**src/rtl/uplink_enc_pkg.sv**
```systemverilog
package uplink_enc_pkg;
  typedef enum logic [1:0] {
    TONE_OFF = 2'd0,
    TONE_A   = 2'd1,
    TONE_B   = 2'd2
  } tone_e;

  typedef enum logic [1:0] {
    ST_IDLE = 2'd0,
    ST_SOF  = 2'd1,
    ST_DATA = 2'd2,
    ST_EOF  = 2'd3
  } frm_st_e;
endpackage

```
**src/rtl/uplink_subcarrier.sv**
```systemverilog
module uplink_subcarrier
  import uplink_enc_pkg::*;
#(
  parameter int HALF_A = 16,
  parameter int HALF_B = 14
) (
  input  logic  clk,
  input  logic  rst,
  input  logic  active,
  input  logic  seg_last,
  input  tone_e tone,
  output logic  level
);
  localparam int HMAX = (HALF_A > HALF_B) ? HALF_A : HALF_B;
  localparam int HW   = $clog2(HMAX + 1);

  logic [HW-1:0] hcnt;
  logic          ph;
  logic [HW-1:0] half_m1;

  always_comb begin
    half_m1 = (tone == TONE_B) ? HW'(HALF_B - 1) : HW'(HALF_A - 1);
    level   = ph && (tone != TONE_OFF);
  end

  // every segment holds whole periods, so restarting at the high phase keeps tones continuous
  always_ff @(posedge clk) begin
    if (rst || !active || seg_last) begin
      hcnt <= '0;
      ph   <= 1'b1;
    end else if (hcnt == half_m1) begin
      hcnt <= '0;
      ph   <= ~ph;
    end else begin
      hcnt <= hcnt + 1'b1;
    end
  end

  p_half_bound_r3: assert property (@(posedge clk) disable iff (rst)
    hcnt < HW'(HMAX));
endmodule

```
**src/rtl/uplink_frame_seq.sv**
```systemverilog
module uplink_frame_seq
  import uplink_enc_pkg::*;
#(
  parameter int DW            = 8,
  parameter int HALF_A        = 16,
  parameter int HALF_B        = 14,
  parameter int BIT_PULSES_A  = 8,
  parameter int BIT_PULSES_B  = 9,
  parameter int LONG_PULSES_A = 24,
  parameter int LONG_PULSES_B = 27,
  parameter int LOW_MULT      = 4
) (
  input  logic          clk,
  input  logic          rst,
  input  logic          start,
  input  logic          dual_sc,
  input  logic          high_rate,
  input  logic          in_valid,
  input  logic [DW-1:0] in_data,
  input  logic          in_last,
  output logic          in_ready,
  output logic          busy,
  output tone_e         tone,
  output logic          seg_last
);
  localparam int LEN_A_BIT  = BIT_PULSES_A * 2 * HALF_A;
  localparam int LEN_B_BIT  = BIT_PULSES_B * 2 * HALF_B;
  localparam int LEN_A_LONG = LONG_PULSES_A * 2 * HALF_A;
  localparam int LEN_B_LONG = LONG_PULSES_B * 2 * HALF_B;
  localparam int LEN_MAXB   = (LEN_A_LONG > LEN_B_LONG) ? LEN_A_LONG : LEN_B_LONG;
  localparam int CW         = $clog2(LEN_MAXB * LOW_MULT + 1);
  localparam int BW         = (DW > 1) ? $clog2(DW) : 1;

  frm_st_e       st;
  logic [1:0]    part;
  logic [CW-1:0] seg_cnt;
  logic [CW-1:0] base;
  logic [CW-1:0] seg_len;
  logic          dual_q, low_q;
  logic [DW-1:0] shreg;
  logic [BW-1:0] bitn;
  logic          cur_last;
  logic [DW-1:0] nxt_buf;
  logic          nxt_full, nxt_last;

  tone_e         alt;
  logic [CW-1:0] alt_s, alt_l;
  logic          final_bit, fire, load_ok, load_last;
  logic [DW-1:0] load_byte;

  always_comb begin
    alt   = dual_q ? TONE_B : TONE_OFF;
    alt_s = dual_q ? CW'(LEN_B_BIT)  : CW'(LEN_A_BIT);
    alt_l = dual_q ? CW'(LEN_B_LONG) : CW'(LEN_A_LONG);
    tone  = TONE_OFF;
    base  = CW'(LEN_A_BIT);
    case (st)
      ST_SOF: begin
        case (part)
          2'd0:    begin tone = alt;    base = alt_l;             end
          2'd1:    begin tone = TONE_A; base = CW'(LEN_A_LONG);   end
          2'd2:    begin tone = alt;    base = alt_s;             end
          default: begin tone = TONE_A; base = CW'(LEN_A_BIT);    end
        endcase
      end
      ST_EOF: begin
        case (part)
          2'd0:    begin tone = TONE_A; base = CW'(LEN_A_BIT);    end
          2'd1:    begin tone = alt;    base = alt_s;             end
          2'd2:    begin tone = TONE_A; base = CW'(LEN_A_LONG);   end
          default: begin tone = alt;    base = alt_l;             end
        endcase
      end
      ST_DATA: begin
        if ((part == 2'd0) == shreg[0]) begin
          tone = alt;    base = alt_s;
        end else begin
          tone = TONE_A; base = CW'(LEN_A_BIT);
        end
      end
      default: begin
        tone = TONE_OFF; base = CW'(LEN_A_BIT);
      end
    endcase
    seg_len   = low_q ? CW'(32'(base) * LOW_MULT) : base;
    busy      = (st != ST_IDLE);
    seg_last  = busy && (seg_cnt == seg_len - 1'b1);
    final_bit = ((st == ST_SOF) && part[1]) ||
                ((st == ST_DATA) && (bitn == BW'(DW - 1)) && !cur_last);
    in_ready  = final_bit && !nxt_full;
    fire      = in_valid && in_ready;
    load_ok   = nxt_full || fire;
    load_byte = nxt_full ? nxt_buf  : in_data;
    load_last = nxt_full ? nxt_last : in_last;
  end

  always_ff @(posedge clk) begin
    if (rst) begin
      st       <= ST_IDLE;
      part     <= '0;
      seg_cnt  <= '0;
      dual_q   <= 1'b0;
      low_q    <= 1'b0;
      shreg    <= '0;
      bitn     <= '0;
      cur_last <= 1'b0;
      nxt_buf  <= '0;
      nxt_full <= 1'b0;
      nxt_last <= 1'b0;
    end else begin
      if (fire) begin
        nxt_buf  <= in_data;
        nxt_last <= in_last;
        nxt_full <= 1'b1;
      end
      if (st == ST_IDLE) begin
        if (start) begin
          st       <= ST_SOF;
          part     <= '0;
          seg_cnt  <= '0;
          dual_q   <= dual_sc;
          low_q    <= !high_rate;
          nxt_full <= 1'b0;
        end
      end else if (!seg_last) begin
        seg_cnt <= seg_cnt + 1'b1;
      end else begin
        seg_cnt <= '0;
        case (st)
          ST_SOF: begin
            if (part != 2'd3) begin
              part <= part + 2'd1;
            end else if (load_ok) begin
              st       <= ST_DATA;
              part     <= '0;
              shreg    <= load_byte;
              bitn     <= '0;
              cur_last <= load_last;
              nxt_full <= 1'b0;
            end else begin
              st   <= ST_EOF;
              part <= '0;
            end
          end
          ST_DATA: begin
            if (part == 2'd0) begin
              part <= 2'd1;
            end else if (bitn != BW'(DW - 1)) begin
              part  <= '0;
              bitn  <= bitn + 1'b1;
              shreg <= shreg >> 1;
            end else if (!cur_last && load_ok) begin
              part     <= '0;
              shreg    <= load_byte;
              bitn     <= '0;
              cur_last <= load_last;
              nxt_full <= 1'b0;
            end else begin
              st   <= ST_EOF;
              part <= '0;
            end
          end
          default: begin
            if (part != 2'd3) part <= part + 2'd1;
            else              st   <= ST_IDLE;
          end
        endcase
      end
    end
  end

  // once a byte is taken, ready stays low until it has been consumed
  p_one_byte_r10: assert property (@(posedge clk) disable iff (rst)
    fire |=> !in_ready);

  // mode captured at start stays fixed while the frame runs
  p_cfg_hold_r12: assert property (@(posedge clk) disable iff (rst)
    (busy && $past(busy)) |-> ($stable(dual_q) && $stable(low_q)));

  // the segment counter never passes the length of the current segment
  p_cnt_bound_r13: assert property (@(posedge clk) disable iff (rst)
    busy |-> (seg_cnt < seg_len));
endmodule

```
**src/rtl/uplink_manchester_enc.sv**
```systemverilog
module uplink_manchester_enc
  import uplink_enc_pkg::*;
#(
  parameter int DW            = 8,
  parameter int HALF_A        = 16,
  parameter int HALF_B        = 14,
  parameter int BIT_PULSES_A  = 8,
  parameter int BIT_PULSES_B  = 9,
  parameter int LONG_PULSES_A = 24,
  parameter int LONG_PULSES_B = 27,
  parameter int LOW_MULT      = 4
) (
  input  logic          clk,
  input  logic          rst,
  input  logic          start,
  input  logic          dual_sc,
  input  logic          high_rate,
  input  logic          in_valid,
  input  logic [DW-1:0] in_data,
  input  logic          in_last,
  output logic          in_ready,
  output logic          busy,
  output logic          mod_out,
  output logic          sub_sel
);
  tone_e tone;
  logic  seg_last;
  logic  level;

  uplink_frame_seq #(
    .DW(DW), .HALF_A(HALF_A), .HALF_B(HALF_B),
    .BIT_PULSES_A(BIT_PULSES_A), .BIT_PULSES_B(BIT_PULSES_B),
    .LONG_PULSES_A(LONG_PULSES_A), .LONG_PULSES_B(LONG_PULSES_B),
    .LOW_MULT(LOW_MULT)
  ) u_seq (
    .clk(clk), .rst(rst), .start(start), .dual_sc(dual_sc),
    .high_rate(high_rate), .in_valid(in_valid), .in_data(in_data),
    .in_last(in_last), .in_ready(in_ready), .busy(busy),
    .tone(tone), .seg_last(seg_last)
  );

  uplink_subcarrier #(.HALF_A(HALF_A), .HALF_B(HALF_B)) u_sc (
    .clk(clk), .rst(rst), .active(busy), .seg_last(seg_last),
    .tone(tone), .level(level)
  );

  always_ff @(posedge clk) begin
    if (rst) begin
      mod_out <= 1'b0;
      sub_sel <= 1'b0;
    end else begin
      mod_out <= busy && level;
      sub_sel <= busy && (tone == TONE_B);
    end
  end

  p_idle_quiet_r1: assert property (@(posedge clk) disable iff (rst)
    !busy |=> (!mod_out && !sub_sel));

  p_start_busy_r2: assert property (@(posedge clk) disable iff (rst)
    (start && !busy) |=> busy);
endmodule

```
**config.mk**
```make
export PLATFORM = sky130hd
export DESIGN_NAME = uplink_manchester_enc
export DESIGN_NICKNAME = d
export VERILOG_FILES = /design/src/rtl/uplink_enc_pkg.sv /design/src/rtl/uplink_subcarrier.sv /design/src/rtl/uplink_frame_seq.sv /design/src/rtl/uplink_manchester_enc.sv
export SDC_FILE = /design/constraint.sdc
export NUM_CORES = 1
export LEC_CHECK = 0
export ABC_AREA = 1
export BUFFER_PORTS_ARGS = -buffer_cell sky130_fd_sc_hd__buf_2
export CAP_MARGIN = 20
export CORE_MARGIN = 5
export CORE_UTILIZATION = 56
export CTS_CLUSTER_DIAMETER = 50
export CTS_CLUSTER_SIZE = 8
export DETAILED_ROUTE_END_ITERATION = 8
export PLACE_DENSITY = 0.77
export SLEW_MARGIN = 20
export SYNTH_ARGS = -nofsm -noshare
export SYNTH_HDL_FRONTEND = slang
export SYNTH_SLANG_ARGS = --single-unit
```
**constraint.sdc**
```tcl
create_clock -name clk -period 6.3 [get_ports clk]
set_input_delay 0.63 -clock clk [delete_from_list [all_inputs] [get_ports clk]]
set_output_delay 0.63 -clock clk [all_outputs]
set_load 0.005 [all_outputs]
```
Word-level counts from Yosys, hierarchy flattened
Cells that the tools add are included.
{ "word_totals": {"ff_bits": 48} }
{ "classes": {"add_sub_neg": 5, "n_eq_ne": 24, "mux": 63, "bitwise_logic": 2, "n_reduce_logical": 32} }
{ "ops": {"columns": ["cell", "n"], "rows": [
  ["12-bit one-hot mux with 3 select lines", 3],
  ["12-bit 2-to-1 mux", 5],
  ["8-bit 2-to-1 mux", 6],
  ["2-bit 2-to-1 mux", 18],
  ["9-bit 2-to-1 mux", 2],
  ["3-bit inequality test (second input constant)", 6],
  ["1-bit 2-to-1 mux", 17],
  ["8-bit one-hot mux with 2 select lines", 1],
  ["3-bit 2-to-1 mux", 5],
  ["7-bit AND reduction", 2],
  ["12-bit by 1-bit adder with 12-bit output (second input constant)", 1],
  ["12-bit equality test", 1],
  ["2-bit inequality test (second input constant)", 6],
  ["12-bit by 1-bit subtractor with 12-bit output (second input constant)", 1],
  ["1-bit logical AND", 10],
  ["2-bit equality test (second input constant)", 4],
  ["2-bit one-hot mux with 2 select lines", 2],
  ["8-bit AND reduction", 1],
  ["2-bit nonzero test", 4],
  ["2-bit one-hot mux with 3 select lines", 1],
  ["3-bit one-hot mux with 2 select lines", 1],
  ["5-bit by 1-bit adder with 5-bit output (second input constant)", 1],
  ["5-bit equality test", 1],
  ["2-bit by 1-bit equality test with 1-bit output (second input constant)", 2],
  ["other kinds (15)", 25]
]} }

Depth between registers and ports, before layout
Gate-level depths: netlist of the first run.
{ "logic_depth": {"ltp_word": 14, "depth_mapped": 27} }

By module
Synthesis of the first run repeated with hierarchy kept, for this count alone.
{ "unflattened": {"cells_unflattened": 524, "area_unflattened_um2": 3359.5} }
{ "by_module_without_submodules": {"columns": ["module", "instances", "cells_per_inst", "area_per_inst_um2", "seq_area_each_um2"], "rows": [
  ["uplink_frame_seq", 1, 479, 3009.1, 800.8],
  ["uplink_subcarrier", 1, 36, 284.0, 120.1],
  ["uplink_manchester_enc", 1, 9, 66.3, 40.0]
]} }

Worst setup path before layout of the first run
No wires, ideal clock.
{ "synth_timing": {"path_type": "register to register", "start": "register u_seq.part[0]", "end": "register u_seq.nxt_full", "setup_ns": 0.109, "t_arrival_ns": 2.707, "slack_ns": 3.484, "stages_incl_launch_ff": 25, "period_less_slack_ns": 2.816, "path_cell_list": "dfxtp_1 -> inv_2 -> ha_1 -> inv_1 -> nand2_1 -> nand2_2 -> nand3_2 -> nand2_4 -> nand2_4 -> inv_2 -> nand2_2 -> ha_1 -> xor2_1 -> nand2_1 -> a21oi_1 -> nand2_1 -> nor2_1 -> nand2_1 -> nor2_2 -> nand2_2 -> nor2_4 -> buf_2 -> nand4_1 -> nand2_1 -> inv_1"} }
{ "synth_between": {"elab_chain_cells": 10} }
{ "synth_rtl": {"columns": ["element", "line", "source"], "rows": [
  ["from (decl)", "uplink_frame_seq.sv:35", "logic [1:0] part;"],
  ["from (signal assigned)", "uplink_frame_seq.sv:132", "part <= part + 2'd1;"],
  ["from (signal assigned)", "uplink_frame_seq.sv:164", "if (part != 2'd3) part <= part + 2'd1;"],
  ["2-bit logical NOT", null, null],
  ["1-bit equality test", "uplink_frame_seq.sv:75", "if ((part == 2'd0) == shreg[0]) begin"],
  ["12-bit 2-to-1 mux", "uplink_frame_seq.sv:75", null],
  ["12-bit one-hot mux with 3 select lines", "uplink_frame_seq.sv:57", "case (st)"],
  ["12-bit 2-to-1 mux", "uplink_frame_seq.sv:85", "seg_len = low_q ? CW'(32'(base) * LOW_MULT) : base;"],
  ["12-bit by 1-bit subtractor with 12-bit output", "uplink_frame_seq.sv:87", "seg_last = busy && (seg_cnt == seg_len - 1'b1);"],
  ["12-bit equality test", "uplink_frame_seq.sv:87", null],
  ["1-bit logical AND", "uplink_frame_seq.sv:87", null],
  ["1-bit 2-to-1 mux (*)", "uplink_frame_seq.sv:125", "end else if (!seg_last) begin"],
  ["1-bit 2-to-1 mux (*)", "uplink_frame_seq.sv:116", "if (st == ST_IDLE) begin"],
  ["to (signal assigned)", "uplink_frame_seq.sv:114", "nxt_full <= 1'b1;"],
  ["to (signal assigned)", "uplink_frame_seq.sv:123", "nxt_full <= 1'b0;"],
  ["to (signal assigned)", "uplink_frame_seq.sv:139", "nxt_full <= 1'b0;"],
  ["to (decl)", "uplink_frame_seq.sv:44", "logic nxt_full, nxt_last;"]
]} }
Mark *: on every way between the ends. The rest lies on a longest branch, timed or not.
A chain may end at the register's enable or synchronous reset.

Worst setup path after layout of the first run
{ "layout_timing": {"start": "register u_seq.st[0]", "end": "register u_seq.bitn[1]"} }
{ "layout_between": {"elab_chain_cells": 10} }
{ "layout_rtl": {"columns": ["element", "line", "source"], "rows": [
  ["from (decl)", "uplink_frame_seq.sv:34", "frm_st_e st;"],
  ["from (signal assigned)", "uplink_frame_seq.sv:99", "st <= ST_IDLE;"],
  ["from (signal assigned)", "uplink_frame_seq.sv:118", "st <= ST_SOF;"],
  ["from (signal assigned)", "uplink_frame_seq.sv:134", "st <= ST_DATA;"],
  ["branches (longest 10 deep; another with 12-bit by 1-bit subtractor with 12-bit output)", null, null],
  ["to (signal assigned)", "uplink_frame_seq.sv:150", "bitn <= bitn + 1'b1;"],
  ["to (decl)", "uplink_frame_seq.sv:41", "logic [BW-1:0] bitn;"]
]} }
Parallel ways; which one is timed is not known.

==> results of run 1 <==
[worst reg2reg max path, delay by kind of cell (launching register included)]
kind            cells  cell delay [ps]
compound gates      4             1330
fa+ha+maj           1              460
buf+inv             3              190
flops               1              350
simple gates        6             1250
[power by group through the flow]
stage / Sequential (W) / Clock (W) / Combinational [W]
after floorplan: 0.000337 / 0 / 0.000210
after global placement: 0.000343 / 0 / 0.000247
after detailed placement: 0.000344 / 0 / 0.000252
after CTS: 0.000337 / 0.000248 / 0.000253
after global routing: 0.000341 / 0.000259 / 0.000293
final: 0.000338 / 0.000243 / 0.000257
[kinds of logic after synthesis]
family	count (synthesis)	synth area share (%)
XOR/XNOR	11	3.094
flip-flops	48	30.86
adder cells (fa/ha/maj)	13	5.223
buffers and inverters	88	11.57
AND/OR/NAND/NOR	260	36.60
AO/OA/AOI/OAI	70	12.66
[worst max-delay path by stage]
stage | from | end | slack (ps) | cells after the start
after floorplan | u_seq.part[0] | u_seq.nxt_full | 3480 | 24
after global placement | u_seq.st[0] | u_seq.bitn[0] | 2780 | 14
after detailed placement | u_seq.st[0] | u_seq.bitn[1] | 2750 | 14
after CTS | u_seq.st[0] | u_seq.bitn[1] | 2720 | 14
after global routing | u_seq.st[0] | u_seq.bitn[1] | 2230 | 14
final | u_seq.st[0] | u_seq.bitn[1] | 2640 | 14
[cells in the final DEF, fill, tap and decap left out, types with 6 or more instances in the layout]
cell / count
dfxtp_1: 48
clkbuf_8: 6
inv_1: 64
buf_2: 18
a21oi_1: 29
xor2_1: 9
o21ai_0: 24
nand2_1: 134
nand3_1: 47
nor2_1: 46
ha_1: 13
nand2_2: 6
nand4_1: 10
[stage by stage]
step                      cell area [um2]  cells  hold slack (ps)   power, W  utilization (%)
after floorplan                      3114    490            423.4  0.0005462                -
after global placement               3201    563            436.0  0.0005906            58.85
after detailed placement             3201    563            437.2  0.0005960            58.85
after CTS                            3322    571            451.3  0.0008389            61.08
after global routing                 3322    571            488.5  0.0008924            61.08
final                                3322    571            449.8  0.0008378            61.08
[registers in the layout, indices dropped and copies added, names as in the netlist]
register        cells
u_seq.seg_cnt      12
u_seq.nxt_buf       8
u_seq.shreg         8
u_sc.hcnt           5
u_seq.bitn          3
u_seq.part          2
u_seq.st            2
mod_out             1
sub_sel             1
u_sc.ph             1
u_seq.cur_last      1
u_seq.dual_q        1
u_seq.low_q         1
u_seq.nxt_full      1
u_seq.nxt_last      1
[final cells by class]
class | count | share of cell area, %
Multi-Input combinational cell | 354 | 53.97
Sequential cell | 48 | 28.93
Inverter | 71 | 8.023
Timing Repair Buffer | 18 | 2.712
Tap cell | 72 | 2.712
Clock buffer | 6 | 2.486
Clock inverter | 2 | 1.168
[per-layer routing]
metal / GRT usage (%) / vias to the layer above / wire, um
met5: 0 / - / 0
met4: 6.331 / 0 / 142
met3: 4.809 / 12 / 388
met2: 34.95 / 83 / 3254
met1: 25.84 / 1323 / 3195
li1: - / 1577 / -
==> impl_metrics.py, run 1 <==
metrics = {
    "logic_synthesis": {
        "synthTopCellsByArea": "dfxtp_1 (31%), nand2_1 (16%), inv_1 (7.7%)",
        "synth_common_cells": "nand2_1 (134), inv_1 (64), dfxtp_1 (48)",
        "yosysTopAreaCell": "dfxtp_1",
        "ys_seq_area_share_pct": 30.86,
        "syn_area_um2": 3114,
        "synth_ff_type": "dfxtp_1",
        "synth_cell_type_count": 36,
        "avgSynthCellArea_um2": 6.356,
        "synth_edf_count": 0,
        "yosysTopAreaCellShare_pct": 30.86,
        "synth.ff_latch_count": 48,
        "async_reset_ff_share_pct": 0,
        "postSynthCellCount": 490,
        "synth.most_common_cell": "nand2_1",
        "yosysWarnings": 0,
        "synth_fp_nets": 518,
    },
    "global_routing": {
        "grt_usage_pct": 20.59,
        "grt_max_degree": 25,
        "antenna_found_initial": 0,
        "grt_pass1_wl_mm": 12.36,
        "grt_overflow": 0,
        "grt_pass1_vias": 2868,
    },
    "clock_tree": {
        "htreeDepth": 2,
        "post_cts_buffers": 0,
        "cts_tree": "done",
        "clockRootBuffer": "clkbuf_8",
        "cts_buffer_depth": 2,
        "postCtsResizedCells": 0,
        "clock_sinks": 48,
        "numCtsBuffers": 5,
        "cts_hold_buf": 0,
        "clk_pin_slew_worst_paths_ps": 100,
        "clock_latency_ps": 320,
    },
    "worst_setup_path": {
        "crit_slowest_cell": "a31oi_1",
        "r2r_slack_ps": 2640,
        "crit_path_end_kind": "register",
        "worstPathArrival_ps": 3910,
        "r2r_cells": 14,
        "crit_family": "compound AO/OA/AOI/OAI gates",
        "worst_setup_path_start_kind": "register",
        "r2r_end": "u_seq.bitn[1]",
        "crit_required_ps": 6540,
        "cpPeakStageDelay_ps": 700,
        "path_max_fanout": 14,
        "critPathKind": "reg2reg",
        "crit_top_cell": "nand2_1",
        "crit_chain": "inv_1 > ha_1 > nand3_1 > a21oi_2 > nand2_1 > nand2_1 > inv_2 > a21oi_2 > o2111ai_1 > a31oi_1 > nand2_2 > nand2_1 > inv_1 > nor2_1",
        "r2r-start": "u_seq.st[0]",
        "crit_buf_inv": 3,
    },
    "hold_path": {
        "holdPathEnd": "u_seq.nxt_buf[2]",
        "hold_path.class": "reg2reg",
        "min_path_cells": 2,
        "hp-start": "u_seq.nxt_buf[2]",
    },
    "detailed_routing": {
        "drtAntennaViolNets": 0,
        "vias": 2995,
        "drtIter0Drc": 195,
        "vias_per_cell": 5.245,
        "dr.pass1.iters": 5,
        "wl_per_cell_um": 12.22,
        "routed_wl_mm": 6.979,
        "drcViolationCount": 0,
    },
    "pwr": {
        "peakVddDrop_uv": 143.3,
        "swShare_pct": 37.09,
        "p_seq_share_pct": 40.3,
        "comb_power_share_pct": 30.6,
        "p_leak_nw": 1.497,
        "powerDensity_nw_per_um2": 252.2,
        "internal-power_w": 0.0005271,
        "switchingPower_w": 0.0003107,
        "clockPowerShare_pct": 29.1,
    },
    "finish": {
        "antennaDiodeCount": 0,
        "nets": 526,
        "seqCellArea_um2": 960.9,
        "multi_input_area_um2": 1793,
        "fill_cells": 531,
        "area_growth_pct": 6.669,
        "drive_above_1_share_pct": 10.02,
    },
    "sta": {
        "period_minus_slack_ps": 3665,
        "worstMarginPinSlew_ps": 925.2,
        "grt_setup_unrepaired": "no",
        "maxSlewViolCount": 0,
        "max_slew_margin_pct": 38.03,
        "clock_skew_ps": 11.06,
        "setup-tns-final_ps": 0,
        "hold_violations": 0,
        "layout_setup_ws_ps": 2635,
        "fmax_mhz": 272.9,
        "fin_crit_sh_pct": 58.17,
        "setup_violations": 0,
    },
    "floorplan": {
        "core.rowCount": 27,
        "dieArea_um2": 7153,
        "core_area_um2": 5439,
        "start_util_pct": 57.26,
        "die_w_um": 84.58,
        "io_pins": 19,
        "die_h_um": 84.58,
    },
    "placed_design": {
        "place_congestion": 0.8961,
        "io_buffers": 18,
        "pre_cts_slack_ps": 2749,
        "hpwl_mm": 5.059,
    },
    "run_status": {
        "status": "finished clean",
    },
    "job": {
        "cap_viol_max_count": 0,
    },
}
No activity file was read; power rests on OpenSTA's default activity.
==> run 2: changes to the inputs <==
--- a/config.mk
+++ b/config.mk
@@ -5,7 +5,7 @@
 export SDC_FILE = /design/constraint.sdc
 export NUM_CORES = 1
 export LEC_CHECK = 0
-export ABC_AREA = 1
+export ABC_AREA = 0
 export BUFFER_PORTS_ARGS = -buffer_cell sky130_fd_sc_hd__buf_2
 export CAP_MARGIN = 20
 export CORE_MARGIN = 5
==> constraint.sdc (replaced) <==
create_clock -name clk -period 3.8 [get_ports clk]
set_input_delay 0.38 -clock clk [delete_from_list [all_inputs] [get_ports clk]]
set_output_delay 0.38 -clock clk [all_outputs]
set_load 0.005 [all_outputs]
==> run 2 against run 1 <==
Net effect: setup slack got worse by 2500 ps; sequential power increased by 54%; final cell count is 18% lower; die area shrank 0.76%; critical path type unchanged; largest cell class unchanged; largest power group unchanged.
==> impl_metrics.py, run 2 <==
metrics = {
    "run_status": {
        "status": "finished clean",
    },
    "sta": {
        "whs_ps": 249.9,
        "fmax_mhz": 274.7,
        "max_slew_margin_pct": 48.35,
        "worstMarginPinSlew_ps": 774.7,
        "setup-tns-final_ps": 0,
        "fin_crit_sh_pct": 95.80,
        "hold_violations": 0,
        "setup_violations": 0,
        "clock_skew_ps": 10.89,
        "period_minus_slack_ps": 3640,
        "maxSlewViolCount": 0,
    },
    "pwr": {
        "switchingPower_w": 0.0002997,
        "powerDensity_nw_per_um2": 294.6,
        "p_leak_nw": 1.223,
        "clockPowerShare_pct": 31.0,
        "internal-power_w": 0.0007293,
        "p_seq_share_pct": 50.5,
        "peakVddDrop_uv": 324.8,
        "comb_power_share_pct": 18.6,
        "swShare_pct": 29.13,
    },
    "placed_design": {
        "place_congestion": 0.9178,
        "io_buffers": 18,
        "dp.cells": 461,
        "hpwl_mm": 5.274,
    },
    "job": {
        "cap_viol_max_count": 0,
    },
    "global_routing": {
        "grt_pass1_vias": 2504,
        "grt_pass1_wl_mm": 11.87,
        "use_met3_pct": 1.766,
        "antenna_found_initial": 0,
        "grt_max_degree": 46,
        "use_met2_pct": 32.21,
        "grt_usage_pct": 20.11,
        "grt_overflow": 0,
        "grt_util_met1_pct": 28.37,
        "busiest_layer": "met2",
    },
    "worst_setup_path": {
        "worstPathArrival_ps": 3790,
        "critPathKind": "reg2reg",
        "crit_required_ps": 3950,
        "worst_setup_path_start_kind": "register",
        "crit_path_end_kind": "register",
        "path_max_fanout": 8,
    },
    "logic_synthesis": {
        "async_reset_ff_share_pct": 0,
        "synth.ff_latch_count": 48,
        "synthTopCellsByArea": "dfxtp_1 (31%), mux2i_1 (8.8%), ha_1 (5.3%)",
        "avgSynthCellArea_um2": 8.323,
        "synth.most_common_cell": "dfxtp_1",
        "synth_fp_nets": 399,
        "synth_edf_count": 0,
        "synth_ff_type": "dfxtp_1",
        "synth_common_cells": "dfxtp_1 (48), nor2_1 (41), nand2_1 (30)",
        "synth_cell_type_count": 62,
        "yosysTopAreaCell": "dfxtp_1",
        "ys_seq_area_share_pct": 31.12,
        "yosysWarnings": 0,
        "syn_area_um2": 3088,
        "yosysTopAreaCellShare_pct": 31.12,
        "postSynthCellCount": 371,
    },
    "detailed_routing": {
        "vias_per_cell": 5.962,
        "drtAntennaViolNets": 0,
        "drtIter0Drc": 202,
        "vias": 2796,
        "drcViolationCount": 0,
        "routed_wl_mm": 7.253,
        "wl_per_cell_um": 15.46,
        "dr.pass1.iters": 5,
    },
    "finish": {
        "reg_top3": "u_seq.seg_cnt: 12 flops, u_seq.nxt_buf: 8 flops, u_seq.shreg: 8 flops",
        "largest_reg_flops": 12,
        "nets": 424,
        "area_growth_pct": 13.13,
        "top_register": "u_seq.seg_cnt",
        "final_common_cell": "dfxtp_1",
        "layout_common_cells": "dfxtp_1 (46), nor2_1 (41), nand2_1 (30)",
        "antennaDiodeCount": 0,
        "final_cells": 469,
        "drive_above_1_share_pct": 19.90,
    },
    "floorplan": {
        "die_h_um": 84.26,
        "start_util_pct": 56.77,
        "dieArea_um2": 7099,
        "io_pins": 19,
        "core.rowCount": 27,
        "die_w_um": 84.26,
        "core_area_um2": 5439,
    },
    "clock_tree": {
        "clockRootBuffer": "clkbuf_8",
        "cts_buffer_depth": 2,
        "clock_sinks": 48,
        "numCtsBuffers": 5,
        "clk_pin_slew_worst_paths_ps": 90,
        "clock_latency_ps": 300,
        "htreeDepth": 2,
        "cts_hold_buf": 0,
        "cts_tree": "done",
    },
    "hold_path": {
        "hold_path.class": "in2reg",
    },
}
[run 2: changes by cell type after synthesis, sizes merged, moves of 7 or more]
cell | previous run | this run
nand2 | 142 | 30
inv | 69 | 10
nand3 | 49 | 13
mux2i | 0 | 28
o21ai | 26 | 10
a21oi | 32 | 21
xnor2 | 2 | 13
nor4 | 0 | 9
o31ai | 1 | 10
nand2b | 0 | 8
nor2b | 0 | 7
[run 2: power groups by stage]
| stage | registers (W) | clock network, W | logic (W) |
|---|---|---|---|
| after floorplan | 0.000528 | 0 | 0.000132 |
| after global placement | 0.000531 | 0 | 0.000183 |
| after detailed placement | 0.000531 | 0 | 0.000184 |
| after CTS | 0.000519 | 0.000322 | 0.000185 |
| after global routing | 0.000521 | 0.000344 | 0.000207 |
| final | 0.000519 | 0.000319 | 0.000191 |
[run 2: cell type report]
type | count | area (um2)
Timing Repair Buffer | 41 | 262.8
Tap cell | 72 | 90.09
Clock buffer | 7 | 86.33
Inverter | 10 | 37.54
Multi-Input combinational cell | 290 | 2046
Sequential cell | 48 | 963.4
Fill cell | 435 | 1946
Clock inverter | 1 | 7.507
[run 2: critical path, stage by stage (launching register included)]
cell,delay [ps]
dfxtp_2,390
inv_1,80
ha_1,230
xnor2_2,190
a31oi_1,120
or3_1,330
ha_2,220
xnor2_2,150
nand2_1,70
o21ai_0,90
or4_4,500
or4_4,570
buf_4,210
nor4_2,280
nor3_1,70
[run 2: cell families after synthesis]
logic type / Yosys count / share of synthesized area [%]
simple gates: 150 / 24.96
compound gates: 75 / 17.83
flops: 48 / 31.12
buf+inv: 33 / 4.417
mux: 30 / 9.927
xor+xnor: 22 / 6.483
fa+ha+maj: 13 / 5.268
[run 2: routing by layer]
metal | vias up | share of wire [%]
li1 | 1381 | -
met1 | 1297 | 45
met2 | 104 | 47
met3 | 14 | 6.1
met4 | 0 | 1.8
met5 | - | 0
[run 2: worst paths after layout]
| kind | end | slack [ps] | start | cells after the start |
|---|---|---|---|---|
| setup / recovery | u_seq.cur_last | 160 | u_seq.part[1] | 14 |
| hold / removal | u_seq.low_q | 250 | high_rate | 2 |
| setup reg to reg | u_seq.cur_last | 160 | u_seq.part[1] | 14 |
| hold reg to reg | u_seq.shreg[7] | 480 | u_seq.shreg[7] | 2 |
[run 2: through the flow]
step	worst slack (ps)	total power [W]	util (%)	cell area, um2
after floorplan	10.64	0.0006601	-	3088
after global placement	86.66	0.0007136	61.54	3347
after detailed placement	0.8271	0.0007155	61.54	3347
after CTS	30.88	0.001026	63.40	3448
after global routing	-5.991	0.001072	64.23	3493
final	159.7	0.001029	64.23	3493
[run 2: what timing repair did]
item	4_1_cts	5_1_grt
gates resized for setup	1	11
setup endpoints to repair	2	32
setup buffers	0	0
gates cloned	0	0
pin swaps	0	2
==> run 3: changes to the inputs <==
--- a/config.mk
+++ b/config.mk
@@ -8,12 +8,14 @@
 export ABC_AREA = 0
 export BUFFER_PORTS_ARGS = -buffer_cell sky130_fd_sc_hd__buf_2
 export CAP_MARGIN = 20
+export CELL_PAD_IN_SITES_DETAIL_PLACEMENT = 0
+export CELL_PAD_IN_SITES_GLOBAL_PLACEMENT = 1
 export CORE_MARGIN = 5
-export CORE_UTILIZATION = 56
+export CORE_UTILIZATION = 46
 export CTS_CLUSTER_DIAMETER = 50
 export CTS_CLUSTER_SIZE = 8
 export DETAILED_ROUTE_END_ITERATION = 8
-export PLACE_DENSITY = 0.77
+export PLACE_DENSITY = 0.82
 export SLEW_MARGIN = 20
 export SYNTH_ARGS = -nofsm -noshare
 export SYNTH_HDL_FRONTEND = slang
==> run 3 against run 2 <==
Net effect: die area increased by 19%; fmax fell by 0.21%; register-to-register slack is essentially flat; sequential power hardly changed; largest power group unchanged; critical path type unchanged.
==> impl_metrics.py, run 3 (synthesized netlist as in run 2, its figures left out) <==
metrics = {
    "global_routing": {
        "grt_pass1_vias": 2507,
        "grt_pass1_wl_mm": 12.24,
        "grt_overflow": 0,
        "grt_max_degree": 46,
        "grt_usage_pct": 17.64,
        "antenna_found_initial": 0,
    },
    "hold_path": {
        "hold_path.class": "in2reg",
        "hp-start": "high_rate",
    },
    "detailed_routing": {
        "top_layer_used": "met4",
        "vias_per_cell": 5.813,
        "routed_wl_mm": 7.533,
        "vias": 2796,
        "wl_per_cell_um": 15.66,
        "drtIter0Drc": 168,
        "dr.pass1.iters": 4,
        "wl_met2_mm": 3.436,
        "drtAntennaViolNets": 0,
        "drcViolationCount": 0,
        "met1_length_mm": 3.625,
        "wl_met3_um": 400,
    },
    "worst_setup_path": {
        "cpPeakStageDelay_ps": 460,
        "r2r-start": "u_seq.part[0]",
        "crit_family": "simple AND/OR/NAND/NOR gates",
        "crit_slowest_cell": "or4b_1",
        "startpoint": "u_seq.part[0]",
        "crit_path_end_kind": "register",
        "crit_top_cell": "ha_4",
        "crit_buf_inv": 2,
        "critPathKind": "reg2reg",
        "path_max_fanout": 7,
        "worst_setup_path_start_kind": "register",
        "crit_required_ps": 3980,
        "crit_chain": "inv_2 > ha_4 > a22oi_2 > nor3_2 > a31oi_1 > or3_4 > ha_4 > o221ai_1 > or4b_1 > nand3_1 > xnor2_1 > or3_1 > nor2_2 > buf_4 > or4_1",
        "worstPathArrival_ps": 3830,
    },
    "finish": {
        "drive_above_1_share_pct": 22.03,
        "antennaDiodeCount": 0,
        "top_register": "u_seq.seg_cnt",
        "final_cell_area_um2": 3576,
        "largest_reg_flops": 12,
        "area_growth_pct": 15.80,
        "final_common_cell": "dfxtp_1",
        "fill_cells": 619,
        "layout_common_cells": "dfxtp_1 (44), nor2_1 (41), nand2_1 (30)",
        "reg_top3": "u_seq.seg_cnt: 12 flops, u_seq.nxt_buf: 8 flops, u_seq.shreg: 8 flops",
        "nets": 431,
    },
    "clock_tree": {
        "clk_pin_slew_worst_paths_ps": 90,
        "clockRootBuffer": "clkbuf_8",
        "cts_buffer_depth": 2,
        "cts_tree": "done",
        "clock_sinks": 48,
        "numCtsBuffers": 5,
        "htreeDepth": 2,
        "clock_latency_ps": 300,
    },
    "run_status": {
        "status": "finished clean",
    },
    "floorplan": {
        "core_area_um2": 6422,
        "core.rowCount": 29,
        "die_h_um": 91.93,
        "dieArea_um2": 8451,
        "start_util_pct": 48.08,
        "io_pins": 19,
        "die_w_um": 91.93,
    },
    "pwr": {
        "peakVddDrop_uv": 230.9,
        "powerDensity_nw_per_um2": 284.3,
        "p_leak_nw": 1.263,
    },
    "placed_design": {
        "place_congestion": 0.9031,
        "placed_area_um2": 3373,
        "hpwl_mm": 5.463,
        "io_buffers": 18,
    },
    "sta": {
        "clock_skew_ps": 5.360,
        "period_minus_slack_ps": 3648,
        "worstMarginPinSlew_ps": 816.3,
        "setup-tns-final_ps": 0,
        "fin_crit_sh_pct": 96.00,
        "max_slew_margin_pct": 45.58,
        "whs_ps": 247.8,
        "hold_violations": 0,
        "setup_violations": 0,
        "fmax_mhz": 274.1,
        "maxSlewViolCount": 0,
    },
    "job": {
        "cap_viol_max_count": 0,
    },
}
[run 3: timing repair]
action | 4_1_cts | 5_1_grt
pin swaps | 1 | 6
resized for setup | 1 | 20
buffers inserted | 0 | 7
setup endpoints to repair | 3 | 31
hold buffers | 0 | 0
[run 3: power by group]
group / internal (W) / switching, W / total, W
clock: 0.000132 / 0.000176 / 0.000308
combinational: 0.0000728 / 0.000117 / 0.000189
sequential: 0.000509 / 0.00000945 / 0.000519
total: 0.000714 / 0.000302 / 0.00102
[run 3: path summary, 6_finish.rpt]
path | endpoint | slack, ps | cells past startpoint
min reg2reg | u_seq.shreg[3] | 470 | 2
max | u_sc.ph | 150 | 15
min | u_seq.low_q | 250 | 2
max reg2reg | u_sc.ph | 150 | 15
[run 3: cell type report]
| cell class | instances | area (um2) | area share, % |
|---|---|---|---|
| flip-flops and latches | 48 | 973.4 | 27.22 |
| clock buffers | 7 | 76.32 | 2.134 |
| inverters | 10 | 37.54 | 1.050 |
| repair buffers | 48 | 327.8 | 9.167 |
| clock inverters | 1 | 8.758 | 0.2449 |
| well taps | 77 | 96.34 | 2.694 |
| multi-input cells | 290 | 2056 | 57.49 |
[run 3: through the flow]
stage	std cells	utilization [%]	power, W	setup slack (ps)
after floorplan	371	-	0.0006601	10.64
after global placement	467	52.52	0.0007185	125.2
after detailed placement	467	52.52	0.0007165	-7.879
after CTS	475	53.96	0.001022	7.767
after global routing	481	55.68	0.001067	-2.530
final	481	55.68	0.001016	152.1
[run 3: metal layers]
| metal | vias to the layer above | track usage (%) |
|---|---|---|
| li1 | 1398 | - |
| met1 | 1317 | 25.58 |
| met2 | 72 | 27.19 |
| met3 | 9 | 3.191 |
| met4 | 0 | 4.084 |
| met5 | - | 0 |
